==> config.mk <==
export PLATFORM = sky130hd
export DESIGN_NAME = cdb_age_arbiter
export DESIGN_NICKNAME = d
export VERILOG_FILES = /design/src/rtl/cdb_arb_pkg.sv /design/src/rtl/cdb_req_filter.sv /design/src/rtl/cdb_age_tree.sv /design/src/rtl/cdb_bcast_reg.sv /design/src/rtl/cdb_age_arbiter.sv
export SDC_FILE = /design/constraint.sdc
export NUM_CORES = 1
export LEC_CHECK = 0
export BUFFER_PORTS_ARGS = -buffer_cell sky130_fd_sc_hd__buf_2
export CAP_MARGIN = 10
export CORE_UTILIZATION = 40
export CTS_BUF_LIST = sky130_fd_sc_hd__clkbuf_2
export CTS_CLUSTER_DIAMETER = 100
export DETAILED_ROUTE_END_ITERATION = 12
export GPL_TIMING_DRIVEN = 0
export PLACE_DENSITY = 0.84
export SLEW_MARGIN = 10
export SYNTH_ARGS = -nofsm -noshare
export SYNTH_HDL_FRONTEND = slang
export SYNTH_SLANG_ARGS = --single-unit
==> constraint.sdc <==
create_clock -name clk -period 10.3 [get_ports clk]
set_clock_uncertainty 0.05 [all_clocks]
set_input_delay 0 -clock clk [delete_from_list [all_inputs] [get_ports clk]]
set_output_delay 0 -clock clk [all_outputs]
set_load 0.02 [all_outputs]
==> src/rtl/cdb_arb_pkg.sv <==
`timescale 1ns/1ps
package cdb_arb_pkg;

  typedef enum logic [1:0] {
    KIND_ALU    = 2'b00,
    KIND_LOAD   = 2'b01,
    KIND_BRANCH = 2'b10,
    KIND_STORE  = 2'b11
  } res_kind_e;

  // a is older than b when the modular difference lands in the upper half
  function automatic logic seq_older(input logic [31:0] a, input logic [31:0] b,
                                     input int unsigned w);
    logic [31:0] d;
    d = a - b;
    return d[w-1];
  endfunction

endpackage

==> src/rtl/cdb_req_filter.sv <==
`timescale 1ns/1ps
module cdb_req_filter
  import cdb_arb_pkg::*;
#(
  parameter int NUM_SRC = 4
) (
  input  logic [NUM_SRC-1:0]   req,
  input  logic [2*NUM_SRC-1:0] kind,
  output logic [NUM_SRC-1:0]   elig
);

  for (genvar i = 0; i < NUM_SRC; i++) begin : g_src
    logic [1:0] k;
    assign k       = kind[2*i +: 2];
    assign elig[i] = req[i] && ((k == KIND_ALU) || (k == KIND_LOAD));
  end

endmodule

==> src/rtl/cdb_age_tree.sv <==
`timescale 1ns/1ps
module cdb_age_tree
  import cdb_arb_pkg::*;
#(
  parameter int NUM_SRC = 4,
  parameter int SEQ_W   = 6
) (
  input  logic [NUM_SRC-1:0]       elig,
  input  logic [NUM_SRC*SEQ_W-1:0] seq,
  output logic                     win_valid,
  output logic [((NUM_SRC > 1) ? $clog2(NUM_SRC) : 1)-1:0] win_idx
);

  localparam int IDX_W  = (NUM_SRC > 1) ? $clog2(NUM_SRC) : 1;
  localparam int LEVELS = $clog2(NUM_SRC);
  localparam int LEAVES = 1 << LEVELS;
  localparam int NODES  = 2 * LEAVES - 1;

  // heap layout: node k has children 2k+1 and 2k+2, root is node 0
  logic [NODES-1:0] node_v;
  logic [SEQ_W-1:0] node_seq [NODES];
  logic [IDX_W-1:0] node_idx [NODES];

  for (genvar i = 0; i < LEAVES; i++) begin : g_leaf
    if (i < NUM_SRC) begin : g_real
      assign node_v[LEAVES-1+i]   = elig[i];
      assign node_seq[LEAVES-1+i] = seq[i*SEQ_W +: SEQ_W];
      assign node_idx[LEAVES-1+i] = IDX_W'(i);
    end else begin : g_pad
      assign node_v[LEAVES-1+i]   = 1'b0;
      assign node_seq[LEAVES-1+i] = '0;
      assign node_idx[LEAVES-1+i] = '0;
    end
  end

  for (genvar k = 0; k < LEAVES - 1; k++) begin : g_node
    logic take_r;
    // left child keeps ties, so the lower index wins equal ages
    assign take_r = node_v[2*k+2] &&
                    (!node_v[2*k+1] ||
                     seq_older(32'(node_seq[2*k+2]), 32'(node_seq[2*k+1]), SEQ_W));
    assign node_v[k]   = node_v[2*k+1] | node_v[2*k+2];
    assign node_seq[k] = take_r ? node_seq[2*k+2] : node_seq[2*k+1];
    assign node_idx[k] = take_r ? node_idx[2*k+2] : node_idx[2*k+1];
  end

  assign win_valid = node_v[0];
  assign win_idx   = node_idx[0];

endmodule

==> src/rtl/cdb_bcast_reg.sv <==
`timescale 1ns/1ps
module cdb_bcast_reg #(
  parameter int NUM_SRC = 4,
  parameter int TAG_W   = 5,
  parameter int DATA_W  = 32,
  parameter int IDX_W   = 2
) (
  input  logic                      clk,
  input  logic                      rst,
  input  logic                      fire,
  input  logic [IDX_W-1:0]          sel,
  input  logic [NUM_SRC*TAG_W-1:0]  tags,
  input  logic [NUM_SRC*DATA_W-1:0] datas,
  output logic                      bc_valid,
  output logic [TAG_W-1:0]          bc_tag,
  output logic [DATA_W-1:0]         bc_data
);

  logic [TAG_W-1:0]  mux_tag;
  logic [DATA_W-1:0] mux_data;

  always_comb begin
    mux_tag  = '0;
    mux_data = '0;
    for (int i = 0; i < NUM_SRC; i++) begin
      if (sel == IDX_W'(i)) begin
        mux_tag  = tags[i*TAG_W +: TAG_W];
        mux_data = datas[i*DATA_W +: DATA_W];
      end
    end
  end

  always_ff @(posedge clk) begin
    if (rst) bc_valid <= 1'b0;
    else     bc_valid <= fire;
  end

  // payload needs no reset: it is qualified by bc_valid
  always_ff @(posedge clk) begin
    if (fire) begin
      bc_tag  <= mux_tag;
      bc_data <= mux_data;
    end
  end

endmodule

==> src/rtl/cdb_age_arbiter.sv <==
`timescale 1ns/1ps
module cdb_age_arbiter
  import cdb_arb_pkg::*;
#(
  parameter int NUM_SRC = 4,
  parameter int TAG_W   = 5,
  parameter int DATA_W  = 32,
  parameter int SEQ_W   = 6
) (
  input  logic                      clk,
  input  logic                      rst,
  input  logic [NUM_SRC-1:0]        src_req,
  input  logic [2*NUM_SRC-1:0]      src_kind,
  input  logic [NUM_SRC*TAG_W-1:0]  src_tag,
  input  logic [NUM_SRC*DATA_W-1:0] src_data,
  input  logic [NUM_SRC*SEQ_W-1:0]  src_seq,
  output logic [NUM_SRC-1:0]        src_gnt,
  output logic                      bc_valid,
  output logic [TAG_W-1:0]          bc_tag,
  output logic [DATA_W-1:0]         bc_data
);

  localparam int IDX_W = (NUM_SRC > 1) ? $clog2(NUM_SRC) : 1;
  localparam logic [NUM_SRC-1:0] GNT_ONE = NUM_SRC'(1);

  logic [NUM_SRC-1:0] elig;
  logic               win_valid;
  logic [IDX_W-1:0]   win_idx;
  logic               fire;

  cdb_req_filter #(.NUM_SRC(NUM_SRC)) u_filter (
    .req  (src_req),
    .kind (src_kind),
    .elig (elig)
  );

  cdb_age_tree #(.NUM_SRC(NUM_SRC), .SEQ_W(SEQ_W)) u_tree (
    .elig      (elig),
    .seq       (src_seq),
    .win_valid (win_valid),
    .win_idx   (win_idx)
  );

  assign fire    = win_valid && !rst;
  assign src_gnt = fire ? (GNT_ONE << win_idx) : '0;

  cdb_bcast_reg #(.NUM_SRC(NUM_SRC), .TAG_W(TAG_W), .DATA_W(DATA_W), .IDX_W(IDX_W)) u_bcast (
    .clk      (clk),
    .rst      (rst),
    .fire     (fire),
    .sel      (win_idx),
    .tags     (src_tag),
    .datas    (src_data),
    .bc_valid (bc_valid),
    .bc_tag   (bc_tag),
    .bc_data  (bc_data)
  );

  // ---------------- assertions ----------------
  p_gnt_onehot_r2: assert property (@(posedge clk) disable iff (rst)
    $onehot0(src_gnt));

  p_work_conserving_r9: assert property (@(posedge clk) disable iff (rst)
    (|elig) |-> (|src_gnt));

  p_idle_quiet_r6: assert property (@(posedge clk) disable iff (rst)
    !(|elig) |=> !bc_valid);

  for (genvar i = 0; i < NUM_SRC; i++) begin : g_chk
    p_kind_filter_r4: assert property (@(posedge clk) disable iff (rst)
      src_gnt[i] |-> (src_req[i] && !src_kind[2*i+1]));

    p_bcast_payload_r5: assert property (@(posedge clk) disable iff (rst)
      src_gnt[i] |=> (bc_valid &&
                      bc_tag  == $past(src_tag[i*TAG_W +: TAG_W]) &&
                      bc_data == $past(src_data[i*DATA_W +: DATA_W])));

    for (genvar j = 0; j < NUM_SRC; j++) begin : g_pair
      if (j != i) begin : g_ne
        p_oldest_wins_r3: assert property (@(posedge clk) disable iff (rst)
          (src_gnt[i] && elig[j]) |->
            !seq_older(32'(src_seq[j*SEQ_W +: SEQ_W]), 32'(src_seq[i*SEQ_W +: SEQ_W]), SEQ_W));
      end
      if (j < i) begin : g_lo
        p_tie_low_index_r8: assert property (@(posedge clk) disable iff (rst)
          (src_gnt[i] && elig[j]) |->
            (src_seq[j*SEQ_W +: SEQ_W] != src_seq[i*SEQ_W +: SEQ_W]));
      end
    end
  end

endmodule

Word level (Yosys, flattened, before mapping)
Cells that the tools add are included.

Add/subtract/negate cells: 3. Eq/ne operators: 7. Shift-type cells: 1. Muxes and demuxes: 14. Bitwise logic cells: 3. Reduce and logical (&&, ||, !) cells: 24.

Operators with widths (number): 32-bit 2-to-1 mux (4); 5-bit 2-to-1 mux (4); 6-bit subtractor (3); 6-bit 2-to-1 mux (2); 2-bit by 1-bit == test with 1-bit output (second input constant) (5); 2-bit zero test (5); 1-bit logical AND (8); 1-bit logical OR (7); 2-bit == test (second input constant) (2); 1-bit zero test (4); 4-bit 2-to-1 mux (1); 1-bit by 2-bit << shifter with 4-bit output (first input constant) (1); 1-bit OR (3); 1-bit 2-to-1 mux (2); 2-bit 2-to-1 mux (1).

Flip-flop bits (word level): 38. Bits of input ports: 186. Output and inout bits: 42. Logic and storage cells: 55.

Longest topological paths before layout
Depth in word-level cells: 16. Gate-level depth with buffers: 22. Mapped depth without buffers: 18.

Cells and area by module
A second synthesis with hierarchy kept.

Cell total of the unflattened synthesis: 181. Area, all modules: 2832.7 um2.

Modules (own cells, without submodules): cdb_bcast_reg (instances 1, cells each 84, area each 2088.3 um2, sequential area each 1131.1 um2); cdb_age_tree (instances 1, cells each 88, area each 629.4 um2, sequential area each 0.0 um2); cdb_age_arbiter (instances 1, cells each 5, area each 60.1 um2, sequential area each 0.0 um2); cdb_req_filter (instances 1, cells each 4, area each 55.1 um2, sequential area each 0.0 um2).

Worst setup path after synthesis
OpenSTA, ideal clock, no wires.

Path type: input-to-reg. Start: input src_seq[4]. End: register u_bcast.bc_data[28] (data pin). Library setup time: 0.267 ns. Arrival time: 3.900 ns. Required time: 9.983 ns. Path slack: 6.083 ns. Cell stages on the path: 21. Buffers on the path: 4. Cell sequence: inv_1 ha_1 nand4_1 a21oi_1 nor2_1 xor2_1 o21ai_2 buf_2 buf_2 mux2i_1 ha_1 a21o_1 a21o_1 a21oi_1 nand3_1 a211o_1 a211o_2 buf_6 buf_6 a32oi_1 o211ai_2.

Cells in the longest elaborated chain, start to end: 13. Elaborated cells on any way between the ends: 17. Those cells by class: add/sub: 2; eq/ne: 3; mux: 7; reduce/logical: 5.

Ends and longest elaborated chain: start, declared (line cdb_age_arbiter.sv:16) `input logic [NUM_SRC*SEQ_W-1:0] src_seq,`; 6-bit subtractor (line cdb_arb_pkg.sv:15) `d = a - b;`; 1-bit logical OR (line cdb_age_tree.sv:40) `(!node_v[2*k+1] ||`; 1-bit logical AND (line cdb_age_tree.sv:39) `assign take_r = node_v[2*k+2] &&`; 6-bit 2-to-1 mux (line cdb_age_tree.sv:43) `assign node_seq[k] = take_r ? node_seq[2*k+2] : node_seq[2*k+1];`; 6-bit subtractor (line cdb_arb_pkg.sv:15); 1-bit logical OR (line cdb_age_tree.sv:40); 1-bit logical AND (line cdb_age_tree.sv:39); 2-bit 2-to-1 mux * (line cdb_age_tree.sv:44) `assign node_idx[k] = take_r ? node_idx[2*k+2] : node_idx[2*k+1];`; 2-bit zero test (line cdb_bcast_reg.sv:26) `if (sel == IDX_W'(i)) begin`; 32-bit 2-to-1 mux (3 in series) (line cdb_bcast_reg.sv:26); 32-bit 2-to-1 mux * (line cdb_bcast_reg.sv:26); net u_bcast.mux_data[28] (line cdb_bcast_reg.sv:20) `logic [DATA_W-1:0] mux_data;`; end signal, assigned (line cdb_bcast_reg.sv:42) `bc_data <= mux_data;`; end, declared (line cdb_bcast_reg.sv:16) `output logic [DATA_W-1:0] bc_data`.

Mark *: on every way through the listed nets, which the timed path passes. The rest lies on a longest branch. A chain may end at the register's enable or synchronous reset.

Worst setup path in the final report
Start: input src_seq[4]. End: register u_bcast.bc_data[17] (data pin).

The elaborated chain is that of the path after synthesis.

==> qor.csv <==
metric;value;unit
status;completed;
clk_pin_slew;0.26;ns
async_reset_ff_share;0;%
vdd_ir_drop_max;0.00007074;V
synthXorXnorAreaFrac;1.415;%
dpl.cell_count;810;
setup_viol;0;
grt_overflow;0;
clock.fmax;0.1875;GHz
holdWs;0.02405;ns
core.rowCount;37;
clock_sinks;38;
cp-startpoint;src_seq[4];
routed_wl;16.89;mm
layout-drive-gt1-share;39.22;%
tns;0;ns
path_cells;buf_2 > inv_1 > ha_1 > nand4_1 > a21oi_1 > nor2_1 > xor2_1 > o21ai_2 > buf_2 > buf_2 > mux2i_1 > ha_1 > a21o_1 > a21o_1 > a21oi_1 > nand3_1 > a211o_1 > a211o_2 > clkbuf_1 > a32oi_1 > o211ai_2 > dlygate4sd3_1;
fin_nets;990;
drt_iter0_drc;310;
num_vias;5240;
drc;0;
synthMuxAreaShare;19.96;%
grt_first_pass_wirelength;26.10;mm
rsz0062_at_grt;no;
synth_top_family_by_area;compound AO/OA/AOI/OAI gates;
period_needed;5.334;ns
total_leakage_power;3.248;nW
place.port_buffers;223;
syn_inst;450;
path_common_cell;buf_2;
p_total;710.4;µW
min-delay-start;src_tag[13];
critPathMaxFanout;10;
post_drt_wl_per_cell;18.18;µm
yosys_warnings;0;
gp_congestion;0.8635;
ios;228;
cts-buffers-inserted;5;
diodes;0;
fin_cells;929;
antenna_found_initial;0;
cts.path.max_buffers;2;
slew_viol_final;0;
slowest_stage;dlygate4sd3_1;
utilization;65.62;%
synth-compound-area-share;21.20;%
cts_tree;done;
grt_pass1_vias;5450;
syn-num-nets;648;
hp-class;primary input to register;
critPathRequiredTime;10.49;ns
slew_headroom;46.06;%
die_area;11030;µm²
die_height;105.0;µm
yosys_most_used_dff;edfxtp_1;
yosys.area_share.simple;20.96;%
max_stage_delay;0.57;ns
synth_area;4244;µm²
crit_arrival;5.52;ns
synth_enable_flop_cells;37;
drt_first_pass_iters;5;
htreeDepth;2;
dp_hpwl;11.48;mm
grt_max_degree;22;
drv_cap;0;
grt_use_total;29.85;%
coreArea;10320;µm²
start_util;41.11;%
crit_path_end_kind;register;
yosysUniqueCellTypes;46;
critPathKind;primary input to register;
synth_seq_area_share;26.65;%
areaGrowthSynthToFinish;59.61;%
post_cts_buffers;0;
ant_nets;0;
cp-start-kind;primary input;
cts-root-buf;clkbuf_2;
finalCritPeriodShare;51.79;%
worst_pin_slew;0.8073;ns
fillers;827;
die_w;105.0;µm
vias_per_cell;5.640;
synth_fa_ha_area_share;3.538;%
syn_area_per_cell;9.431;µm²
hold_viol_final;0;
ys_ff_latch;38;
p_per_area;104.9;nW/µm²
sequential cells by signal, summed over array words and instances (netlist names):
| register | flops |
|---|---|
| u_bcast.bc_data | 32 |
| u_bcast.bc_tag | 5 |
| u_bcast.bc_valid | 1 |
placed cells by master (no fill, tap or decap), types with 6 or more instances in the layout:
cell	count
a21oi_1	8
a32oi_1	37
and2_1	37
and3_1	39
buf_2	229
buf_6	6
clkbuf_1	28
dlygate4sd3_1	111
edfxtp_1	37
ha_1	12
inv_1	10
mux2_2	37
mux2i_1	43
nand2_1	10
nand3_1	41
nor2_1	8
o211ai_1	17
o211ai_2	20
o21ai_0	7
power by group:
| part | switching (mW) | total, mW | internal, mW |
|---|---|---|---|
| Combinational | 0.189 | 0.374 | 0.185 |
| Clock | 0.0613 | 0.127 | 0.0657 |
| Sequential | 0.00732 | 0.209 | 0.202 |
| Total | 0.257 | 0.710 | 0.453 |
metal layers:
layer / share of wire [%] / wire [µm] / up-vias / global-route usage, %
met4: 3.0 / 499 / 0 / 12.68
li1: - / - / 2443 / -
met2: 52 / 8803 / 273 / 56.95
met3: 6.0 / 1010 / 48 / 4.055
met1: 39 / 6573 / 2476 / 32.70
met5: 0 / 0 / - / 0
critical path, delay by kind of cell:
kind                     cells  cell delay (ns)
adder cells (fa/ha/maj)      2             0.57
multiplexers                 1             0.23
buffers and inverters        6             1.70
XOR/XNOR                     1             0.17
AO/OA/AOI/OAI                9             2.48
AND/OR/NAND/NOR              3             0.36
Yosys cell counts, types with 2 or more instances:
library cell  count  share of area (%)
xor2_1            2               0.41
nor3_1            2               0.24
and3_1           39                5.7
o211ai_1         17                3.0
a21oi_1           9                1.1
a21o_1            2               0.35
o31ai_1           3               0.53
inv_1            10               0.88
clkbuf_1         28                2.5
nor2b_1           5               0.74
buf_2             6               0.71
mux2i_1          43                 10
o21ai_1           2               0.24
mux2_2           37                9.8
o211ai_2         20                5.9
a32oi_1          37                7.6
nand4_1           3               0.44
nand2b_1          3               0.44
o21ai_0           7               0.83
ha_1             12                3.5
buf_4             3               0.53
nand2_1          10               0.88
buf_6             6                1.6
xnor2_1           3               0.62
and2_1           37                5.5
edfxtp_1         37                 26
nor2_1            8               0.71
nand3_1          41                4.8
repair_timing:
| item | CTS | global route |
|---|---|---|
| endpoints found under the hold margin | 41 | 0 |
| gates resized for setup | 0 | 0 |
| hold buffers | 111 | 0 |
final cells by class:
class                   count  area [µm²]  share of cell area [%]
flip-flops and latches     38        1131                   16.70
repair buffers            335        2255                   33.28
multi-input cells         358        2858                   42.19
clock inverters             3       68.82                   1.016
inverters                  10       37.54                  0.5541
plain buffers              44       229.0                   3.380
well taps                 136       170.2                   2.512
clock buffers               5       25.02                  0.3694
metrics by stage:
step	instance area (µm²)	setup WS, ns
after detailed placement	5569	5.089
after floorplan	4244	6.083
after global routing	6774	4.657
after global placement	5530	5.200
final	6774	4.966
after CTS	6774	5.030
cells by family after synthesis:
kind of cell / after synthesis
fa+ha+maj: 12
xor+xnor: 6
flops: 38
compound gates: 105
simple gates: 155
buf+inv: 54
mux: 80
path summary, 6_finish.rpt:
| kind | slack (ns) | to | cells after the start |
|---|---|---|---|
| min | 0.02 | u_bcast.bc_tag[3]$_DFFE_PP_ | 4 |
| max | 4.97 | u_bcast.bc_data[17]$_DFFE_PP_ | 22 |
No activity file was read; power rests on OpenSTA's default activity.
